$ cat src/rtl/seg_addr_pkg.sv
package seg_addr_pkg;

  localparam int SEG_IDX_W = 3;

  typedef enum logic [2:0] {
    MODE_DIRECT        = 3'd0,
    MODE_REG           = 3'd1,
    MODE_BASE_DISP     = 3'd2,
    MODE_BASE_IDX      = 3'd3,
    MODE_BASE_IDX_DISP = 3'd4,
    MODE_CODE          = 3'd5,
    MODE_STACK         = 3'd6,
    MODE_RSVD          = 3'd7
  } addr_mode_e;

  typedef enum logic [1:0] {
    REG_BX = 2'd0,
    REG_BP = 2'd1,
    REG_SI = 2'd2,
    REG_DI = 2'd3
  } base_reg_e;

  localparam logic [SEG_IDX_W-1:0] SEG_CODE  = 3'd0;
  localparam logic [SEG_IDX_W-1:0] SEG_STACK = 3'd1;
  localparam logic [SEG_IDX_W-1:0] SEG_DATA  = 3'd2;

  // Strobes from the decoder to the datapath
  typedef struct packed {
    logic                 useBase;
    logic                 useIndex;
    logic                 useDisp;
    logic [SEG_IDX_W-1:0] segSel;
  } ea_ctrl_t;

endpackage

$ cat src/rtl/seg_addr_ctrl.sv
module seg_addr_ctrl
  import seg_addr_pkg::*;
#(
  parameter int NUM_SEG = 6
) (
  input  logic [2:0]           mode,
  input  logic [1:0]           regSel,
  input  logic                 ovrEn,
  input  logic [SEG_IDX_W-1:0] ovrIdx,
  output ea_ctrl_t             ctrl
);

  localparam logic [SEG_IDX_W-1:0] SegLimit = SEG_IDX_W'(NUM_SEG);

  addr_mode_e            modeE;
  logic                  bpBased;
  logic                  ovrValid;
  logic [SEG_IDX_W-1:0]  segDefault;

  assign modeE    = addr_mode_e'(mode);
  assign bpBased  = (base_reg_e'(regSel) == REG_BP);
  assign ovrValid = ovrEn && (ovrIdx < SegLimit) && (modeE != MODE_CODE);

  always_comb begin
    ctrl       = '0;
    segDefault = SEG_DATA;
    unique case (modeE)
      MODE_REG: begin
        ctrl.useBase = 1'b1;
        segDefault   = bpBased ? SEG_STACK : SEG_DATA;
      end
      MODE_BASE_DISP: begin
        ctrl.useBase = 1'b1;
        ctrl.useDisp = 1'b1;
        segDefault   = bpBased ? SEG_STACK : SEG_DATA;
      end
      MODE_BASE_IDX: begin
        ctrl.useBase  = 1'b1;
        ctrl.useIndex = 1'b1;
        segDefault    = bpBased ? SEG_STACK : SEG_DATA;
      end
      MODE_BASE_IDX_DISP: begin
        ctrl.useBase  = 1'b1;
        ctrl.useIndex = 1'b1;
        ctrl.useDisp  = 1'b1;
        segDefault    = bpBased ? SEG_STACK : SEG_DATA;
      end
      MODE_CODE: begin
        ctrl.useBase = 1'b1;
        segDefault   = SEG_CODE;
      end
      MODE_STACK: begin
        ctrl.useBase = 1'b1;
        segDefault   = SEG_STACK;
      end
      default: begin
        // direct and reserved: constant only
        ctrl.useDisp = 1'b1;
        segDefault   = SEG_DATA;
      end
    endcase
    ctrl.segSel = ovrValid ? ovrIdx : segDefault;
  end

endmodule

$ cat src/rtl/seg_addr_dp.sv
module seg_addr_dp
  import seg_addr_pkg::*;
#(
  parameter int SEG_W   = 16,
  parameter int SHIFT   = 4,
  parameter int NUM_SEG = 6
) (
  input  logic                   clk,
  input  logic                   rstN,
  input  logic                   segWrEn,
  input  logic [SEG_IDX_W-1:0]   segWrIdx,
  input  logic [SEG_W-1:0]       segWrData,
  input  logic [SEG_W-1:0]       baseVal,
  input  logic [SEG_W-1:0]       indexVal,
  input  logic [SEG_W-1:0]       disp,
  input  ea_ctrl_t               ctrl,
  output logic [SEG_W+SHIFT-1:0] physAddr,
  output logic [SEG_W-1:0]       effAddr
);

  localparam int PHYS_W = SEG_W + SHIFT;

  logic [SEG_W-1:0] segRegs [NUM_SEG];
  logic [SEG_W-1:0] segVal;
  logic [SEG_W-1:0] baseTerm, indexTerm, dispTerm;

  always_ff @(posedge clk or negedge rstN) begin
    if (!rstN) begin
      for (int i = 0; i < NUM_SEG; i++) segRegs[i] <= '0;
    end else if (segWrEn) begin
      for (int i = 0; i < NUM_SEG; i++)
        if (segWrIdx == SEG_IDX_W'(i)) segRegs[i] <= segWrData;
    end
  end

  always_comb begin
    segVal = '0;
    for (int i = 0; i < NUM_SEG; i++)
      if (ctrl.segSel == SEG_IDX_W'(i)) segVal = segRegs[i];
  end

  assign baseTerm  = ctrl.useBase  ? baseVal  : '0;
  assign indexTerm = ctrl.useIndex ? indexVal : '0;
  assign dispTerm  = ctrl.useDisp  ? disp     : '0;

  // 16-bit sum drops carries before the segment base is added
  assign effAddr  = baseTerm + indexTerm + dispTerm;
  assign physAddr = {segVal, {SHIFT{1'b0}}} + {{SHIFT{1'b0}}, effAddr};

  if (PHYS_W <= SEG_W) begin : g_bad_width
    initial $error("segment shift must be positive");
  end

endmodule

$ cat src/rtl/seg_addr_gen.sv
module seg_addr_gen
  import seg_addr_pkg::*;
#(
  parameter int SEG_W   = 16,
  parameter int SHIFT   = 4,
  parameter int NUM_SEG = 6
) (
  input  logic                   clk,
  input  logic                   rstN,
  input  logic                   segWrEn,
  input  logic [2:0]             segWrIdx,
  input  logic [SEG_W-1:0]       segWrData,
  input  logic [2:0]             mode,
  input  logic [1:0]             regSel,
  input  logic [SEG_W-1:0]       baseVal,
  input  logic [SEG_W-1:0]       indexVal,
  input  logic [SEG_W-1:0]       disp,
  input  logic                   ovrEn,
  input  logic [2:0]             ovrIdx,
  output logic [SEG_W+SHIFT-1:0] physAddr,
  output logic [2:0]             segIdx,
  output logic [SEG_W-1:0]       effAddr
);

  ea_ctrl_t ctrl;

  seg_addr_ctrl #(.NUM_SEG(NUM_SEG)) i_ctrl (
    .mode   (mode),
    .regSel (regSel),
    .ovrEn  (ovrEn),
    .ovrIdx (ovrIdx),
    .ctrl   (ctrl)
  );

  seg_addr_dp #(.SEG_W(SEG_W), .SHIFT(SHIFT), .NUM_SEG(NUM_SEG)) i_dp (
    .clk       (clk),
    .rstN      (rstN),
    .segWrEn   (segWrEn),
    .segWrIdx  (segWrIdx),
    .segWrData (segWrData),
    .baseVal   (baseVal),
    .indexVal  (indexVal),
    .disp      (disp),
    .ctrl      (ctrl),
    .physAddr  (physAddr),
    .effAddr   (effAddr)
  );

  assign segIdx = ctrl.segSel;

endmodule

$ cat config.mk
export PLATFORM = sky130hd
export DESIGN_NAME = seg_addr_gen
export DESIGN_NICKNAME = d
export VERILOG_FILES = /design/src/rtl/seg_addr_pkg.sv /design/src/rtl/seg_addr_ctrl.sv /design/src/rtl/seg_addr_dp.sv /design/src/rtl/seg_addr_gen.sv
export SDC_FILE = /design/constraint.sdc
export NUM_CORES = 1
export LEC_CHECK = 0
export ABC_CLOCK_PERIOD_IN_PS = 6250
export BUFFER_PORTS_ARGS = -buffer_cell sky130_fd_sc_hd__buf_4
export CAP_MARGIN = 20
export CORE_ASPECT_RATIO = 1.25
export CORE_MARGIN = 1.5
export CORE_UTILIZATION = 40
export DETAILED_ROUTE_END_ITERATION = 8
export PLACE_DENSITY_LB_ADDON = 0.05
export SLEW_MARGIN = 10
export SYNTH_ARGS = -nofsm -noshare
export SYNTH_HDL_FRONTEND = slang
export SYNTH_SLANG_ARGS = --single-unit
$ cat constraint.sdc
create_clock -name clk -period 6.25 [get_ports clk]
set_input_delay 0.9375 -clock clk [delete_from_list [all_inputs] [get_ports clk]]
set_output_delay 0.9375 -clock clk [all_outputs]
set_load 0.01 [all_outputs]
Word-level counts from Yosys, hierarchy flattened
Index checks and enable logic that the tools add are counted.

Register bits: 96. Input bits: 79. Output and inout bits: 39.

Add/sub/neg operators: 3. $lt $le $gt $ge: 1. Equal/unequal tests: 18. Muxes and demuxes: 14. Reductions and logical operators: 14.

Operators with widths (number): two-way mux 16 bit (9); adder 16 bit (2); equality test 3 bit, second input constant (7); adder 20 x 16 -> 20 bit (1); equality test 3 x 2 -> 1 bit, second input constant (6); AND reduction 2 bit (6); equality test 3 x 1 -> 1 bit, second input constant (3); one-hot mux 3 bit (3 select lines) (1); OR reduction 4 bit (2); zero test 3 bit (2); OR reduction 6 bit (1); less-than comparator 3 bit, second input constant (1); two-way mux 3 bit (1); != test 3 bit, second input constant (1); equality test 2 x 1 -> 1 bit, second input constant (1); logical AND 1 bit (2); two-way mux 1 bit (2); two-way mux 2 bit (1); OR reduction 2 bit (1).

Logic depth before layout (Yosys ltp)
Gate-level depths: netlist of the first run.

Depth in word-level cells: 12. Mapped depth: 24.

Modules after synthesis
From an unflattened synthesis of the first run, not the netlist that was laid out.

Cell total of the unflattened synthesis: 625. Area total of the unflattened synthesis: 6641.4 um2.

Modules (own cells, without submodules): seg_addr_dp (instances 1, cells each 595, area an instance 6448.7 um2, seq. area each 2402.3 um2); seg_addr_ctrl (instances 1, cells each 30, area an instance 192.7 um2, seq. area each 0.0 um2).

Worst setup path before layout of the first run
Ideal clock, no wire load.

Path kind: in2out. Start point: in mode[1]. End point: out physAddr[19]. Arrival time: 5.794 ns. Data required time: 5.312 ns. Slack: -0.481 ns. Cell stages on the path: 23. Buffers on the path: 1. Cell sequence: buf_2 -> nand3_1 -> a21boi_1 -> nand2_1 -> fa_1 -> inv_1 -> ha_1 -> fa_1 -> a21o_1 -> a21o_1 -> a2111oi_4 -> nor2_1 -> nor2_1 -> xnor2_1 -> ha_1 -> o21a_1 -> o31a_1 -> nand2_1 -> o311a_1 -> a22oi_4 -> o2111ai_2 -> a21oi_2 -> xor2_1.

RTL lines: start: declaration (line seg_addr_gen.sv:13) `input logic [2:0] mode,`; equality test 3 x 1 -> 1 bit, or another cell as far along (line seg_addr_ctrl.sv:27) `unique case (modeE)`; OR reduction 6 bit (no line) or OR reduction 2 bit (tied branches); two-way mux 1 bit (line seg_addr_ctrl.sv:27); two-way mux 16 bit, on equally long branches (line seg_addr_dp.sv:42, seg_addr_dp.sv:43); adder 16 bit (line seg_addr_dp.sv:47) `assign effAddr = baseTerm + indexTerm + dispTerm;`; adder 16 bit (*) (line seg_addr_dp.sv:47); net effAddr[9] (line seg_addr_gen.sv:22) `output logic [SEG_W-1:0] effAddr`; adder 20 x 16 -> 20 bit (*) (line seg_addr_dp.sv:48) `assign physAddr = {segVal, {SHIFT{1'b0}}} + {{SHIFT{1'b0}}, effAddr};`; end: declaration (line seg_addr_gen.sv:20) `output logic [SEG_W+SHIFT-1:0] physAddr,`.

The timed path passes the listed nets; every way through them passes the cells marked *.

Worst setup path after layout of the first run
Start point: in mode[2]. End point: out physAddr[17].

Cells in the longest elaborated chain, start to end: 12.

Ends and longest elaborated chain (line): parallel branches: the longest is 11 deep, another holds adder 16 bit; adder 20 x 16 -> 20 bit (*) (seg_addr_dp.sv:48).

Mark *: on every way between the ends.

==> run metrics, run 1 <==
# port buffers 117; register with the most flip-flops i_dp.segRegs; Design Power 3050 uW; worst r2r src i_dp.segRegs[71]; Seq/Total Area, Yosys 0.360; die height 147 um; Clk Latency, worst-skew pair 0.35 ns; clock buffer depth 2; clock sink count 96; first-pass GRT wire length 30800 um; Slew @ Worst Pin 1.01 ns; DRC Markers 0; layout cell share with drive strength beyond 1 0.467; worst setup margin -0.269 ns; CP Class input port to output pin; Post-DP HPWL 14000 um; final cell count without fillers 1054; antenna fix cells 0; worst vdd ir 213 uV; crit-path cells buf_12 -> nand3_4 -> a21boi_4 -> nand2_2 -> fa_1 -> inv_2 -> ha_4 -> fa_2 -> a21o_1 -> a21o_4 -> a2111oi_4 -> nor2_1 -> nor2_2 -> xnor2_2 -> ha_1 -> o21a_1 -> o31a_1 -> nand2_1 -> o311a_1 -> a22oi_4 -> o2111ai_4 -> a21oi_2 -> xnor2_2 -> buf_4; post-placement cell count 1019; final worst path period share 1.04; Slew HR 0.325; max-slew violations 0; DP Area 8330 um^2; Final Setup Violations 7; via count 5703; io pins 118; Root Buffer clkbuf_16; violated checks negative setup slack; most numerous cell on the critical path xnor2_2; Num CTS Buffers 9; RSZ-0062 raised after global routing yes; Fmax achieved 153 MHz; initial antenna violation count 0; EDFF count, synth 0; initial DRC count 202; synthesized flop and latch total 96; Fin Clk Skew 0 ns; row cnt 52; drt total wl 19100 um; Via density 5.41; Die Area 17500 um^2; Max-Cap Viols 0; Final min period 6.52 ns; Critical Path RT 5.31 ns; ys async rst share 1.00; most common cell after layout, fill and taps aside buf_4; Yosys warning count 0; H-tree depth 3; status complete, but fails checks; final instance area 9010 um^2; Area growth, synth to finish 35.0%; Critical R2R Capture i_dp.segRegs[71]; arrival time at the worst endpoint 5.58 ns; pwr/cell area 338 nW/um^2; Largest delay share family, worst path compound AO/OA/AOI/OAI gates; Layout Nets 954; fill count 1461; Yosys top cell area share 0.360; Final Hold Fails 0; Critical-path top delay cell fa_1; Main synth FF type dfrtp_1; Hold Path Class input port to asynchronous set/reset pin; setup total negative slack -1.18 ns; Worst Path Buf+Inv 3; reg2reg setup slack 5.47 ns; Synth area leader dfrtp_1; Yosys cell types 78; largest net degree at the start of global routing 70; Crit path largest cell delay 0.56 ns; Syn Area/Cell 10.4 um^2; TritonCTS clock tree done; WP depth 24; most frequent cells in the layout buf_4 (200), dfrtp_1 (96), mux2_2 (94); Core Box Area 16300 um^2; r2r worst-path depth 1; Pre-antenna DRT Iters 4; GRT Residual Overflow 0; dominant cells by area after synthesis dfrtp_1 (36%), mux2_2 (16%), fa_1 (5.1%); crit-path max FO 6; Pleak 0.00420 uW; Setup crit end kind output pin; syn_nets 765; Regs by FF count i_dp.segRegs (96); Post-Synthesis Cells 644; Largest register FFs 96; crit path launch type input port; Final GP Congestion 0.861; Post-DRT Antenna Nets 0; Post-CTS Hold Buffers 0; Post-Syn Area 6680 um^2; vias in the first global route 6006; Total Routing Usage GR 0.222; Initial Utilization 0.410; CTS clock-pin slew for the worst setup and hold paths 0.07 ns; WL/cell 18.2 um; die width 119 um
-- cells by family after synthesis --
family,count (synthesis),synth area share
AND/OR/NAND/NOR,152,0.109
AO/OA/AOI/OAI,151,0.177
multiplexers,105,0.176
flip-flops,96,0.360
buffers and inverters,71,0.0440
adder cells (fa/ha/maj),42,0.0978
XOR/XNOR,27,0.0365
-- worst max-delay path by stage --
stage                     slack (ns)    start            to
after global routing           -0.53  mode[0]  physAddr[19]
after CTS                      -0.27  mode[2]  physAddr[19]
final                          -0.27  mode[2]  physAddr[17]
after detailed placement       -0.47  mode[0]  physAddr[19]
after floorplan                -0.06  mode[1]  physAddr[19]
after global placement         -0.38  mode[1]  physAddr[19]
-- report_power, final --
group	switching, uW	internal, uW	total [uW]
registers	67.8	758	826
logic	812	878	1690
clock network	241	290	531
total	1120	1930	3050
-- layer usage --
layer / routed length, um / up-vias / GRT usage / part of all wire
li1: - / 2705 / - / -
met1: 8280 / 2835 / 0.274 / 0.43
met2: 9690 / 136 / 0.392 / 0.51
met3: 674 / 27 / 0.0274 / 0.035
met4: 499 / 0 / 0.0934 / 0.026
met5: 0 / - / 0 / 0
-- per-stage QoR --
stage	utilization	worst slack, ns	hold WS [ns]
3_3_place_gp	0.512	-0.381	0.485
6_report	0.554	-0.269	0.500
5_1_grt	0.554	-0.533	0.515
4_1_cts	0.547	-0.271	0.506
2_1_floorplan	-	-0.0589	0.473
3_5_place_dp	0.512	-0.471	0.489
-- cells in the mapped netlist (3+ instances only) --
library cell and n:
o21ai_1 4, buf_2 4, a221oi_1 10, nand2_1 75
o311a_1 3, clkbuf_1 17, dfrtp_1 96, a211o_1 3
a21oi_2 3, o211ai_1 5, nor2b_1 4, xnor2_1 18
xor2_1 8, inv_2 3, buf_4 6, nor3_1 11
inv_1 37, fa_1 17, mux2i_1 10, a21o_1 11
nand3_1 7, o31a_1 3, o21ai_0 19, ha_1 25
a21oi_1 23, or3_1 3, a221o_1 4, nor3b_1 3
o31ai_1 4, a211oi_1 7, nor2_1 21, a22oi_1 3
mux2_2 94, o21a_1 4, a31oi_1 5, nand4_1 4
and2_1 9, buf_1 4, o22ai_1 9
-- cell type report --
type                    count  area, um^2  area share
flip-flops and latches     96        2400       0.267
repair buffers            208        1610       0.179
well taps                 216         270      0.0300
clock inverters             5        31.3     0.00347
multi-input cells         478        4290       0.476
clock buffers              11         253      0.0280
inverters                  40         150      0.0167
-- timing repair --
action | 4_1_cts | 5_1_grt
pin swaps | 16 | 12
cloned | 1 | 0
resized for setup | 37 | 14
setup buffers | 12 | 6
endpoints found under the setup margin | 9 | 9
endpoints found under the hold margin | 0 | 0
(Power assumes the default switching activity.)
==> run 2: changes to the inputs <==
Settings changed: ABC_CLOCK_PERIOD_IN_PS 6250 to 5800.
Clock period 6.25 ns to 5.8 ns, I/O delays scaled along.
==> run 2 against run 1 <==
Against the previous run: the flow still finishes with violations (negative setup slack); die area is the same; clock power grew 11%; routed wire length fell by 2.5%; sequential share of layout area shrank 0.75 points; worst setup slack worse by 0.45 ns; first-iteration DRC count rose by 50%; cell count rose by 2.0%; largest cell class unchanged.
==> run metrics, run 2 (synthesis gave the netlist of run 1 again) <==
Layout Nets 976 (+2.3%); register with the most flip-flops i_dp.segRegs; Slew @ Worst Pin 1.11 ns (+0.0965 ns); initial DRC count 303 (+50%); Die Area 17500 um^2 (unchanged); Total Routing Usage GR 0.217 (-0.00466); max-slew violations 0 (unchanged); hold slack 0.450 ns (-0.0502 ns); Pre-antenna DRT Iters 4 (unchanged); final cell count without fillers 1075 (+2.0%); DRC Markers 0 (unchanged); io pins 118 (unchanged); CP Class input port to output pin; most frequent cells in the layout buf_4 (219), dfrtp_1 (96), mux2_2 (94); drt total wl 18700 um (-2.5%); GRT busiest layer met2; violated checks negative setup slack; CTS clock-pin slew for the worst setup and hold paths 0.07 ns (about the same); crit-path max FO 4 (-2); status complete, but fails checks; clock sink count 96 (unchanged); Root Buffer clkbuf_16; worst vdd ir 207 uV (-2.9%); arrival time at the worst endpoint 5.65 ns (+0.07 ns); vias in the first global route 5788 (-3.6%); setup total negative slack -5.17 ns (-3.99 ns); Slew HR 0.259 (-0.0652); Max-Cap Viols 0 (unchanged); Post-DP HPWL 13800 um (-1.3%); Num CTS Buffers 9 (unchanged); Initial Utilization 0.410 (unchanged); met1 usage 0.277 (+0.00265); Clk Latency, worst-skew pair 0.34 ns (about the same); Post-DRT Antenna Nets 0 (unchanged); Fmax achieved 153 MHz; Hold Path Class input port to asynchronous set/reset pin; H-tree depth 3 (unchanged); row cnt 52 (unchanged); Regs by FF count i_dp.segRegs (96); Critical R2R Capture i_dp.segRegs[4]; Largest register FFs 96 (unchanged); # port buffers 117 (unchanged); r2r worst-path depth 1 (unchanged); Fin Clk Skew 0 ns (unchanged); Via density 5.29 (-2.2%); worst setup margin -0.716 ns (-0.447 ns); M2 GR Usage 0.386 (-0.00669); reg2reg setup slack 5.01 ns (-0.46 ns); Design Power 3390 uW (+11%); GRT Residual Overflow 0 (unchanged); most common cell after layout, fill and taps aside buf_4; CP Launch Point mode[1]; Final Setup Violations 9 (+2); clock buffer depth 2 (unchanged); initial antenna violation count 0 (unchanged); worst r2r src i_dp.segRegs[4]; crit path capture physAddr[15]; Core Box Area 16300 um^2 (unchanged); Setup crit end kind output pin; RSZ-0062 raised after global routing yes; Area growth, synth to finish 38.9%; via count 5686 (-0.30%); routing usage on met3 0.0347 (+0.00733); Final min period 6.52 ns; pwr/cell area 366 nW/um^2 (+8.2%); first-pass GRT wire length 30300 um (-1.8%); Critical Path RT 4.93 ns (-0.38 ns); antenna fix cells 0 (unchanged); Pleak 0.00436 uW (+3.9%); die width 119 um (unchanged); largest net degree at the start of global routing 67 (-4.3%); Post-CTS Hold Buffers 0 (unchanged); TritonCTS clock tree done; Final Hold Fails 0 (unchanged); crit path launch type input port; post-placement cell count 1043 (+2.4%); die height 147 um (unchanged); WL/cell 17.4 um (-4.4%); final worst path period share 1.12; Final GP Congestion 0.860 (-0.12%); layout cell share with drive strength beyond 1 0.497 (+0.0305)
[run 2: final cells by class]
| type | count | area, um^2 |
|---|---|---|
| sequential | 96 | 2400 |
| multi-input combinational | 477 | 4370 |
| inverter | 40 | 150 |
| tap | 216 | 270 |
| fill | 1450 | 6990 |
| timing repair buffer | 231 | 1790 |
| clock buffer | 9 | 225 |
| clock inverter | 6 | 66.3 |
[run 2: per-layer routing]
metal  vias to the layer above  wire (um)
li1                       2743          -
met5                         -          0
met4                         0        251
met1                      2790       8200
met2                       132       9510
met3                        21        705
[run 2: worst min path at each step]
stage | start | depth (start not counted) | to
floorplan | i_dp.segRegs[23] | 1 | i_dp.segRegs[23]
global placement | i_dp.segRegs[22] | 1 | i_dp.segRegs[22]
detailed placement | i_dp.segRegs[92] | 1 | i_dp.segRegs[92]
CTS | rstN | 1 | i_dp.segRegs[93]
global route | rstN | 1 | i_dp.segRegs[93]
finish | rstN | 1 | i_dp.segRegs[93]
[run 2: what timing repair did]
item	in CTS	in global routing
buffers inserted	15	5
hold endpoints to repair	0	0
pin swaps	35	24
gates cloned	0	0
setup endpoints to repair	11	11
resized for setup	53	12
[run 2: worst max-delay path, stage by stage]
cell and delay [ns]:
buf_8 0.10, buf_12 0.12, nor2_4 0.16, nand2_2 0.09, o21ai_4 0.10, nand2_2 0.09
fa_1 0.54, inv_2 0.05, ha_4 0.16, fa_2 0.35, a21o_1 0.16, a21o_1 0.22
a21o_1 0.22, a21oi_2 0.19, xnor2_2 0.14, ha_1 0.28, nor2b_4 0.14, o31a_1 0.34
buf_4 0.17, a32oi_4 0.25, a22oi_4 0.13, buf_6 0.16, o21a_1 0.17, a21oi_2 0.17
xnor2_2 0.12, buf_4 0.14
[run 2: report_power, final]
group	internal [uW]	switching [uW]
logic	1020	897
registers	817	74.0
clock network	334	255
[run 2: per-stage QoR]
stage               instance area, um^2  utilization  setup slack [ns]
finish                             9270        0.570            -0.716
global route                       9270        0.570             -1.02
CTS                                9190        0.565            -0.687
detailed placement                 8540        0.525            -0.938
global placement                   8540        0.525            -0.825
floorplan                          6790            -            -0.374
